[src/rtl/pxs_pkg.sv]
package pxs_pkg;

    // Captured per-group video controls
    typedef struct packed {
        logic blank;
        logic hsync;
        logic vsync;
        logic csync;
    } pxs_ctrl_t;

    // Configuration bit positions (decoded by the formatter)
    localparam int CFG_W         = 5;
    localparam int CFG_SYNC_INV  = 0;
    localparam int CFG_BLANK_INV = 1;
    localparam int CFG_EN_GRN    = 2;
    localparam int CFG_EN_RED    = 3;
    localparam int CFG_EN_BLU    = 4;

    // Output channel indices
    localparam int NUM_CH = 3;
    localparam int CH_RED = 0;
    localparam int CH_GRN = 1;
    localparam int CH_BLU = 2;

endpackage

[src/rtl/pxs_phase_ctrl.sv]
module pxs_phase_ctrl #(
    parameter  int PIXELS = 8,
    localparam int PH_W   = $clog2(PIXELS)
) (
    input  logic            clk_pix,
    input  logic            rst_n,
    input  logic            seq_restart,
    output logic [PH_W-1:0] phase_o,
    output logic            armed_o,
    output logic            restart_rise_o,
    output logic            xfer_o,
    output logic            load_out_o
);

    localparam logic [PH_W-1:0] LAST = PH_W'(PIXELS - 1);
    localparam logic [PH_W-1:0] HALF = PH_W'(PIXELS / 2);

    typedef struct packed {
        logic [PH_W-1:0] phase;
        logic            armed;
        logic            restart_prev;
    } ph_state_t;

    ph_state_t st_d, st_q;
    logic      rise;

    always_comb begin
        st_d              = st_q;
        rise              = seq_restart & ~st_q.restart_prev;
        st_d.restart_prev = seq_restart;
        if (rise) begin
            st_d.phase = '0;
            st_d.armed = 1'b1;
        end else if (st_q.armed) begin
            if (st_q.phase == LAST) begin
                st_d.phase = '0;
            end else begin
                st_d.phase = st_q.phase + 1'b1;
            end
        end
    end

    always_ff @(posedge clk_pix or negedge rst_n) begin
        if (!rst_n) begin
            st_q <= '0;
        end else begin
            st_q <= st_d;
        end
    end

    assign phase_o        = st_q.phase;
    assign armed_o        = st_q.armed;
    assign restart_rise_o = rise;
    assign xfer_o         = rise | (st_q.armed & (st_q.phase == LAST));
    assign load_out_o     = st_q.armed & (st_q.phase < HALF);

endmodule

[src/rtl/pxs_group_buf.sv]
module pxs_group_buf
    import pxs_pkg::*;
#(
    parameter  int PIXELS = 8,
    parameter  int CH_W   = 8,
    localparam int WORD_W = PIXELS * NUM_CH * CH_W
) (
    input  logic              clk_pix,
    input  logic              rst_n,
    input  logic              load_in,
    input  logic [WORD_W-1:0] word_in,
    input  pxs_ctrl_t         ctrl_in,
    input  logic              xfer,
    output logic [WORD_W-1:0] act_word_o,
    output pxs_ctrl_t         act_ctrl_o
);

    typedef struct packed {
        logic [WORD_W-1:0] cap_word;
        pxs_ctrl_t         cap_ctrl;
        logic [WORD_W-1:0] act_word;
        pxs_ctrl_t         act_ctrl;
        logic              load_prev;
    } buf_state_t;

    buf_state_t st_d, st_q;

    always_comb begin
        st_d           = st_q;
        st_d.load_prev = load_in;
        // capture stage: first sampled high level of the load strobe
        if (load_in && !st_q.load_prev) begin
            st_d.cap_word = word_in;
            st_d.cap_ctrl = ctrl_in;
        end
        // shift stage: refreshed only at a group boundary
        if (xfer) begin
            st_d.act_word = st_q.cap_word;
            st_d.act_ctrl = st_q.cap_ctrl;
        end
    end

    always_ff @(posedge clk_pix or negedge rst_n) begin
        if (!rst_n) begin
            st_q <= '0;
        end else begin
            st_q <= st_d;
        end
    end

    assign act_word_o = st_q.act_word;
    assign act_ctrl_o = st_q.act_ctrl;

endmodule

[src/rtl/pxs_pixel_fmt.sv]
module pxs_pixel_fmt
    import pxs_pkg::*;
#(
    parameter  int PIXELS = 8,
    parameter  int CH_W   = 8,
    localparam int PH_W   = $clog2(PIXELS),
    localparam int PIX_W  = NUM_CH * CH_W,
    localparam int WORD_W = PIXELS * PIX_W
) (
    input  logic              clk_pix,
    input  logic              rst_n,
    input  logic              armed,
    input  logic [PH_W-1:0]   phase,
    input  logic [WORD_W-1:0] act_word,
    input  pxs_ctrl_t         act_ctrl,
    input  logic [CFG_W-1:0]  sync_cfg,
    output logic [CH_W-1:0]   red_o,
    output logic [CH_W-1:0]   grn_o,
    output logic [CH_W-1:0]   blu_o,
    output logic [NUM_CH-1:0] blank_o,
    output logic [NUM_CH-1:0] sync_o,
    output logic              hsync_o,
    output logic              vsync_o
);

    typedef struct packed {
        logic [CH_W-1:0]   red;
        logic [CH_W-1:0]   grn;
        logic [CH_W-1:0]   blu;
        logic [NUM_CH-1:0] blank;
        logic [NUM_CH-1:0] sync;
        logic              hs;
        logic              vs;
    } fmt_state_t;

    logic [PIX_W-1:0]  pix [PIXELS];
    logic [PIX_W-1:0]  sel;
    logic [NUM_CH-1:0] sync_en;
    fmt_state_t        st_d, st_q;

    for (genvar g = 0; g < PIXELS; g++) begin : g_slice
        assign pix[g] = act_word[g*PIX_W +: PIX_W];
    end

    assign sel             = pix[phase];
    assign sync_en[CH_RED] = sync_cfg[CFG_EN_RED];
    assign sync_en[CH_GRN] = sync_cfg[CFG_EN_GRN];
    assign sync_en[CH_BLU] = sync_cfg[CFG_EN_BLU];

    always_comb begin
        st_d = st_q;
        if (!armed) begin
            st_d.red   = '0;
            st_d.grn   = '0;
            st_d.blu   = '0;
            st_d.blank = {NUM_CH{~sync_cfg[CFG_BLANK_INV]}};
            st_d.sync  = '0;
            st_d.hs    = 1'b0;
            st_d.vs    = 1'b0;
        end else begin
            if (act_ctrl.blank) begin
                st_d.red = '0;
                st_d.grn = '0;
                st_d.blu = '0;
            end else begin
                st_d.red = sel[3*CH_W-1 -: CH_W];
                st_d.grn = sel[2*CH_W-1 -: CH_W];
                st_d.blu = sel[CH_W-1 -: CH_W];
            end
            st_d.blank = {NUM_CH{act_ctrl.blank ^ sync_cfg[CFG_BLANK_INV]}};
            st_d.sync  = sync_en & {NUM_CH{act_ctrl.csync ^ sync_cfg[CFG_SYNC_INV]}};
            st_d.hs    = act_ctrl.hsync;
            st_d.vs    = act_ctrl.vsync;
        end
    end

    always_ff @(posedge clk_pix or negedge rst_n) begin
        if (!rst_n) begin
            st_q       <= '0;
            st_q.blank <= '1;
        end else begin
            st_q <= st_d;
        end
    end

    assign red_o   = st_q.red;
    assign grn_o   = st_q.grn;
    assign blu_o   = st_q.blu;
    assign blank_o = st_q.blank;
    assign sync_o  = st_q.sync;
    assign hsync_o = st_q.hs;
    assign vsync_o = st_q.vs;

endmodule

[src/rtl/pixel_serializer.sv]
module pixel_serializer
    import pxs_pkg::*;
#(
    parameter  int PIXELS = 8,
    parameter  int CH_W   = 8,
    localparam int PH_W   = $clog2(PIXELS),
    localparam int WORD_W = PIXELS * NUM_CH * CH_W
) (
    input  logic              clk_pix,
    input  logic              rst_n,
    input  logic              seq_restart,
    input  logic [CFG_W-1:0]  sync_cfg,
    input  logic              load_in,
    input  logic [WORD_W-1:0] pix_word,
    input  logic              blank_in,
    input  logic              hsync_in,
    input  logic              vsync_in,
    input  logic              csync_in,
    output logic              load_out,
    output logic [CH_W-1:0]   red_o,
    output logic [CH_W-1:0]   grn_o,
    output logic [CH_W-1:0]   blu_o,
    output logic [NUM_CH-1:0] blank_o,
    output logic [NUM_CH-1:0] sync_o,
    output logic              hsync_o,
    output logic              vsync_o
);

    logic [PH_W-1:0]   phase_w;
    logic              armed_w;
    logic              restart_rise_w;
    logic              xfer_w;
    logic [WORD_W-1:0] act_word_w;
    pxs_ctrl_t         act_ctrl_w;
    pxs_ctrl_t         ctrl_in_w;

    assign ctrl_in_w = '{blank: blank_in, hsync: hsync_in,
                         vsync: vsync_in, csync: csync_in};

    pxs_phase_ctrl #(.PIXELS(PIXELS)) i_phase (
        .clk_pix       (clk_pix),
        .rst_n         (rst_n),
        .seq_restart   (seq_restart),
        .phase_o       (phase_w),
        .armed_o       (armed_w),
        .restart_rise_o(restart_rise_w),
        .xfer_o        (xfer_w),
        .load_out_o    (load_out)
    );

    pxs_group_buf #(.PIXELS(PIXELS), .CH_W(CH_W)) i_buf (
        .clk_pix   (clk_pix),
        .rst_n     (rst_n),
        .load_in   (load_in),
        .word_in   (pix_word),
        .ctrl_in   (ctrl_in_w),
        .xfer      (xfer_w),
        .act_word_o(act_word_w),
        .act_ctrl_o(act_ctrl_w)
    );

    pxs_pixel_fmt #(.PIXELS(PIXELS), .CH_W(CH_W)) i_fmt (
        .clk_pix (clk_pix),
        .rst_n   (rst_n),
        .armed   (armed_w),
        .phase   (phase_w),
        .act_word(act_word_w),
        .act_ctrl(act_ctrl_w),
        .sync_cfg(sync_cfg),
        .red_o   (red_o),
        .grn_o   (grn_o),
        .blu_o   (blu_o),
        .blank_o (blank_o),
        .sync_o  (sync_o),
        .hsync_o (hsync_o),
        .vsync_o (vsync_o)
    );

endmodule

[config.mk]
export PLATFORM = sky130hd
export DESIGN_NAME = pixel_serializer
export DESIGN_NICKNAME = d
export VERILOG_FILES = /design/src/rtl/pxs_pkg.sv /design/src/rtl/pxs_phase_ctrl.sv /design/src/rtl/pxs_group_buf.sv /design/src/rtl/pxs_pixel_fmt.sv /design/src/rtl/pixel_serializer.sv
export SDC_FILE = /design/constraint.sdc
export NUM_CORES = 1
export LEC_CHECK = 0
export ABC_AREA = 1
export BUFFER_PORTS_ARGS = -buffer_cell sky130_fd_sc_hd__buf_2
export CAP_MARGIN = 0
export CORE_MARGIN = 2
export CORE_UTILIZATION = 62
export CTS_CLUSTER_DIAMETER = 150
export DETAILED_ROUTE_END_ITERATION = 12
export GPL_TIMING_DRIVEN = 0
export PLACE_DENSITY = 0.95
export REMOVE_ABC_BUFFERS = 1
export SYNTH_ARGS = -nofsm -noshare
export SYNTH_HDL_FRONTEND = slang
export SYNTH_SLANG_ARGS = --single-unit
[constraint.sdc]
create_clock -name clk_pix -period 3.2 [get_ports clk_pix]
set_clock_uncertainty 0.05 [all_clocks]
set_input_delay 0.64 -clock clk_pix [delete_from_list [all_inputs] [get_ports clk_pix]]
set_output_delay 0.64 -clock clk_pix [all_outputs]
set_load 0.005 [all_outputs]
==> flow_summary.json, run 1 <==
{
  "htree_levels": 2,
  "initialDrtViolationCount": 1207,
  "start_util_pct": 63.4,
  "gp_congestion": 0.778,
  "worst_pin_slew_ps": 807,
  "rows": 61,
  "via_count": 13400,
  "area_delta_synth_final_pct": 17.6,
  "die_y_um": 173,
  "fin_nets": 2166,
  "overflow": 0,
  "ys_seq_area_share_pct": 60.3,
  "hold_viol": 0,
  "synth_area_per_cell_sq_um": 10.1,
  "cp-startpoint": "i_phase.phase_o[2]",
  "cts_tree": "done",
  "reg2reg_depth": 10,
  "synth_simple_gate_area_share_pct": 13.9,
  "required_ps": 3570,
  "grt_max_degree": 128,
  "synth_top_family_by_area": "simple AND/OR/NAND/NOR gates",
  "ctsHoldBuffers": 0,
  "fp.coreArea_sq_um": 28000,
  "synth-adder-area-share_pct": 0.141,
  "syn_area_sq_um": 17800,
  "slew-limit-headroom_pct": 46.2,
  "synth_mux_area_share_pct": 12.4,
  "first_global_vias": 14100,
  "synth_cell_types": 20,
  "cts.sinks": 428,
  "period_share_pct": 94.9,
  "r2r-start": "i_phase.phase_o[2]",
  "io_pins": 238,
  "fillCellCount": 1709,
  "drive_gt1_share_pct": 26.7,
  "ant_nets": 0,
  "ys_warn_count": 0,
  "finalWorstSetupSlack_ps": 164,
  "cts_root_buffer": "clkbuf_16",
  "die_x_um": 173,
  "syn-instance-count": 1759,
  "clk_pin_slew_ps": 60,
  "cts_buffer_depth": 3,
  "cts_buffers": 43,
  "finalWirelength_um": 43300,
  "final.min_clock_period_ps": 3040,
  "cp.arrival_ps": 3400,
  "cpPeakStageDelay_ps": 690,
  "crit_top_cell": "buf_12",
  "endpoint_kind": "flop",
  "layout_commonest_cell": "nand2_1",
  "io_buffers": 237,
  "report.final.setup_viol": 0,
  "rrSetupSlack_ps": 160,
  "grt_pass1_wl_um": 70400,
  "power.density_nw_per_um2": 814,
  "most-common-layout-cells": "440 x nand2_1, 424 x dfrtp_1, 236 x buf_2",
  "cellLeakagePower_nw": 10.4,
  "pre_cts_ws_ps": 21.8,
  "synth_compound_area_share_pct": 5.74,
  "dp_hpwl_um": 26600,
  "avgRoutedWirePerCell_um": 18.2,
  "crit_chain": "buf_12 -> ha_1 -> inv_1 -> o21ai_4 -> buf_16 -> buf_12 -> buf_12 -> buf_16 -> nand2_1 -> o21ai_0",
  "crit_path_top_delay_cell": "dfrtp_4",
  "drv_slew": 0,
  "max-cap-violations": 0,
  "critPathLaunchType": "flop",
  "final_area_sq_um": 20900,
  "fmax_mhz": 329,
  "detail_route.vias_per_cell": 5.64,
  "synth_xor_area_share_pct": 0.0493,
  "first_pass_iters": 5,
  "worstSkewPairLatency_ps": 540,
  "place_area_sq_um": 19400,
  "crit_type": "reg2reg",
  "ir_drop_mv": 0.573,
  "status": "completed",
  "worstHoldPathType": "in2async",
  "hold_slack_ps": 60.3,
  "ys_ff_latch": 428,
  "drc": 0,
  "cp_max_fo": 40,
  "die-area_sq_um": 30000,
  "rsz0062_at_grt": "false",
  "grt_usage_pct": 29.2,
  "antenna_found_initial": 5
}
[kinds of logic after synthesis]
group,after synthesis
AOI/OAI and AO/OA,203
adders and majority gates,2
buffers and inverters,312
and+or+nand+nor,617
xor gates and xnor gates,1
DFF,428
muxes,196
[final cells by class]
class | instances | area, sq um | share of cell area (%)
timing repair buffer | 258 | 1690 | 8.10
clock inverter | 11 | 130 | 0.623
tap | 378 | 473 | 2.27
multi-input combinational | 1020 | 5760 | 27.6
sequential | 428 | 10700 | 51.4
antenna | 4 | 10.0 | 0.0479
clock buffer | 64 | 1310 | 6.26
inverter | 208 | 783 | 3.75
[metrics by stage]
step / TNS (ps) / power (W) / instances / util (%)
after global placement: -5667510 / 0.0115 / 2270 / 67.4
after CTS: 0 / 0.0170 / 2367 / 74.5
after global routing: 0 / 0.0179 / 2368 / 74.5
after floorplan: -1654240 / 0.0102 / 1655 / -
final: 0 / 0.0170 / 2371 / 74.5
after detailed placement: 0 / 0.0117 / 2290 / 69.3
[registers in the layout, indices dropped and copies added (netlist names), 3 cells and up]
register	count
i_fmt.blu_o	8
i_buf.act_ctrl_o	4
i_buf.act_word_o	192
i_buf.st_q	197
i_fmt.grn_o	8
i_fmt.sync_o	3
i_fmt.red_o	8
i_phase.phase_o	3
[cell usage after synthesis]
cell type	number	area share, %
nand2_1	441	9.3
buf_1	5	0.11
dfrtp_1	427	60
o21ai_0	170	4.8
buf_4	16	0.68
inv_1	206	4.4
nor2_2	1	0.035
a21oi_1	1	0.028
clkbuf_1	18	0.38
nor2_1	54	1.1
o21ai_1	31	0.87
o21ai_2	1	0.049
mux2_2	196	12
dfstp_2	1	0.15
nand4_1	2	0.070
buf_2	65	1.8
ha_1	2	0.14
inv_2	2	0.042
xnor2_1	1	0.049
nand3_1	119	3.4
[worst max-delay path, delay by kind of cell (launching register included)]
family                     cells  cell delay, ps
buffers and inverters          6            1250
DFF                            1             690
and+or+nand+nor                1              80
AOI/OAI and AO/OA              2             600
adders and majority gates      1             190
[per-layer routing]
| metal | wire, um | track usage [%] | share of wire [%] | vias to the layer above |
|---|---|---|---|---|
| li1 | - | - | - | 5982 |
| met1 | 15900 | 35.2 | 37 | 6525 |
| met5 | 26 | 0 | 0.060 | - |
| met3 | 3270 | 5.90 | 7.6 | 191 |
| met2 | 22000 | 50.8 | 51 | 669 |
| met4 | 2000 | 13.9 | 4.6 | 4 |
[power by group]
part	leakage, nW	switching [W]	internal, W
sequential	5.17	0.000722	0.00681
clock	0.717	0.00204	0.00306
combinational	4.47	0.00270	0.00168
total	10.4	0.00546	0.0115
[worst paths after layout]
check | to
max | i_buf.act_word_o[106]
min | i_buf.act_word_o[34]
max reg2reg | i_buf.act_word_o[106]
min reg2reg | i_buf.act_word_o[170]
max in group asynchronous | i_buf.st_q[304]
min in group clk_pix | i_phase.st_q[0]
[what timing repair did]
action,4_1_cts,5_1_grt
setup endpoints to repair,7,18
setup buffers,1,0
cloned,1,0
resized for setup,0,2
pin swaps,1,0
Power figures use the tool's default switching activity.
==> run 2, diff against run 1 <==
--- a/config.mk
+++ b/config.mk
@@ -8,7 +8,7 @@
 export ABC_AREA = 1
 export BUFFER_PORTS_ARGS = -buffer_cell sky130_fd_sc_hd__buf_2
 export CAP_MARGIN = 0
-export CORE_MARGIN = 2
+export CORE_MARGIN = 3
 export CORE_UTILIZATION = 62
 export CTS_CLUSTER_DIAMETER = 150
 export DETAILED_ROUTE_END_ITERATION = 12
==> constraint.sdc (replaced) <==
create_clock -name clk_pix -period 3.6 [get_ports clk_pix]
set_clock_uncertainty 0.05 [all_clocks]
set_input_delay 0.72 -clock clk_pix [delete_from_list [all_inputs] [get_ports clk_pix]]
set_output_delay 0.72 -clock clk_pix [all_outputs]
set_load 0.005 [all_outputs]
==> run 2 against run 1 <==
  * Routed wire length fell by 3.5%
  * Final cell count shrank 0.34%
  * Critical path type unchanged
  * Total power is 13% lower
  * Sequential share of layout area grew 0.20 points
  * Sequential power is 11% lower
  * Flip-flop and latch count unchanged
  * Largest cell class unchanged
  * Final area shrank 0.43%
  * Die area up 2.3%
  * First-iteration DRC count down 16%
  * Largest power group unchanged
  * Worst hold slack better by 100 ps
==> flow_summary.json, run 2 (synthesized netlist as in run 1, its figures left out) <==
{
  "cpPeakStageDelay_ps": 880,
  "rsz0062_at_grt": "false",
  "cts_setup_buffers": 0,
  "ir_drop_mv": 0.462,
  "cts_buffer_depth": 3,
  "crit_top_cell": "buf_12",
  "die_y_um": 175,
  "die-area_sq_um": 30700,
  "worstHoldPathType": "in2async",
  "grt_usage_pct": 27.7,
  "endpoint_kind": "flop",
  "period_share_pct": 94.6,
  "required_ps": 3960,
  "regMostFlops": "i_buf.st_q",
  "clk_pin_slew_ps": 70,
  "cts.sinks": 428,
  "crit_type": "reg2reg",
  "drive_gt1_share_pct": 26.8,
  "drc": 0,
  "fmax_mhz": 294,
  "finalWirelength_um": 41800,
  "fin_util_pct": 74.2,
  "start_util_pct": 63.4,
  "dp_hpwl_um": 26100,
  "via_count": 13100,
  "cts_tree": "done",
  "largest_register_ff_count": 197,
  "layout_commonest_cell": "nand2_1",
  "ant_nets": 0,
  "die_x_um": 175,
  "grt_pass1_wl_um": 68600,
  "avgRoutedWirePerCell_um": 17.7,
  "initialDrtViolationCount": 1010,
  "cp.arrival_ps": 3770,
  "cts_root_buffer": "clkbuf_16",
  "first_global_vias": 14000,
  "ctsHoldBuffers": 0,
  "status": "completed",
  "detail_route.vias_per_cell": 5.55,
  "most-common-layout-cells": "440 x nand2_1, 424 x dfrtp_1, 236 x buf_2",
  "io_buffers": 237,
  "cts_buffers": 42,
  "drv_slew": 0,
  "fin_nets": 2164,
  "cellLeakagePower_nw": 10.3,
  "max-cap-violations": 0,
  "gp_congestion": 0.769,
  "grt_max_degree": 134,
  "hold_viol": 0,
  "worst_pin_slew_ps": 786,
  "cts_resized": 0,
  "hold_slack_ps": 163,
  "rows": 61,
  "htree_levels": 2,
  "fp.coreArea_sq_um": 28000,
  "antenna_found_initial": 2,
  "area_delta_synth_final_pct": 17.1,
  "crit_chain": "ha_1 -> ha_1 -> inv_1 -> o21ai_4 -> buf_12 -> buf_12 -> buf_12 -> buf_16 -> nand2_1 -> o21ai_0",
  "io_pins": 238,
  "critPathLaunchType": "flop",
  "first_pass_iters": 6,
  "power.density_nw_per_um2": 714,
  "cp_max_fo": 51,
  "overflow": 0,
  "crit_path_top_delay_cell": "dfrtp_4",
  "worstSkewPairLatency_ps": 530,
  "report.final.setup_viol": 0,
  "final.min_clock_period_ps": 3410,
  "slew-limit-headroom_pct": 47.4
}
run 2: changes by cell type in the layout (fill, tap and decap cells not counted), sizes merged:
cell      before  now
bufinv         3    1
o21ai        203  202
clkbuf        64   61
clkinvlp       0    1
diode          4    1
run 2: report_power, final:
group / switching (W) / total (W) / internal (W) / leakage, nW
Sequential: 0.000639 / 0.00668 / 0.00604 / 5.17
Clock: 0.00179 / 0.00437 / 0.00258 / 0.691
Combinational: 0.00231 / 0.00379 / 0.00147 / 4.46
Total: 0.00474 / 0.0148 / 0.0101 / 10.3
run 2: through the flow:
stage / cells / total power [W] / setup TNS, ps / cell area [sq um] / setup slack (ps)
6_report: 2363 / 0.0148 / 0 / 20800 / 195
5_1_grt: 2363 / 0.0157 / 0 / 20800 / 42.5
4_1_cts: 2362 / 0.0149 / 0 / 20800 / 236
3_5_place_dp: 2291 / 0.0104 / 0 / 19400 / 302
3_3_place_gp: 2270 / 0.0102 / -5447900 / 18900 / -10140
2_1_floorplan: 1655 / 0.00905 / -1507640 / 17200 / -5740
run 2: worst max-delay path, delay by kind of cell, from the launching register on:
kind / cells / cell delay [ps]
adder cells (fa/ha/maj): 2 / 450
flip-flops: 1 / 880
AND/OR/NAND/NOR: 1 / 90
AO/OA/AOI/OAI: 2 / 740
buffers and inverters: 5 / 1010
run 2: metal layers:
layer	up-vias	global-route usage, %	wire [um]	part of all wire (%)
li1	5968	-	-	-
met1	6455	33.6	15800	38
met2	540	49.0	21500	52
met3	143	4.63	2630	6.3
met4	2	12.4	1720	4.1
met5	-	0	13	0.031
run 2: worst paths after layout:
| path | from | to | slack (ps) | depth (start not counted) |
|---|---|---|---|---|
| worst max-delay path | i_phase.phase_o[0] | i_buf.act_word_o[56] | 190 | 10 |
| worst min-delay path | rst_n | i_buf.act_word_o[44] | 160 | 1 |
| worst max register to register | i_phase.phase_o[0] | i_buf.act_word_o[56] | 190 | 10 |
| worst min register to register | i_buf.st_q[299] | i_buf.act_word_o[98] | 420 | 2 |
| max in group asynchronous | rst_n | i_phase.phase_o[0] | 1850 | 3 |
| min in group clk_pix | seq_restart | i_phase.st_q[0] | 260 | 1 |
run 2: cell type report:
class | count | area (sq um)
sequential | 428 | 10700
tap | 378 | 473
fill | 1743 | 7220
antenna | 1 | 2.50
inverter | 208 | 783
clock inverter | 10 | 77.6
multi-input combinational | 1019 | 5750
clock buffer | 61 | 1310
timing repair buffer | 258 | 1680
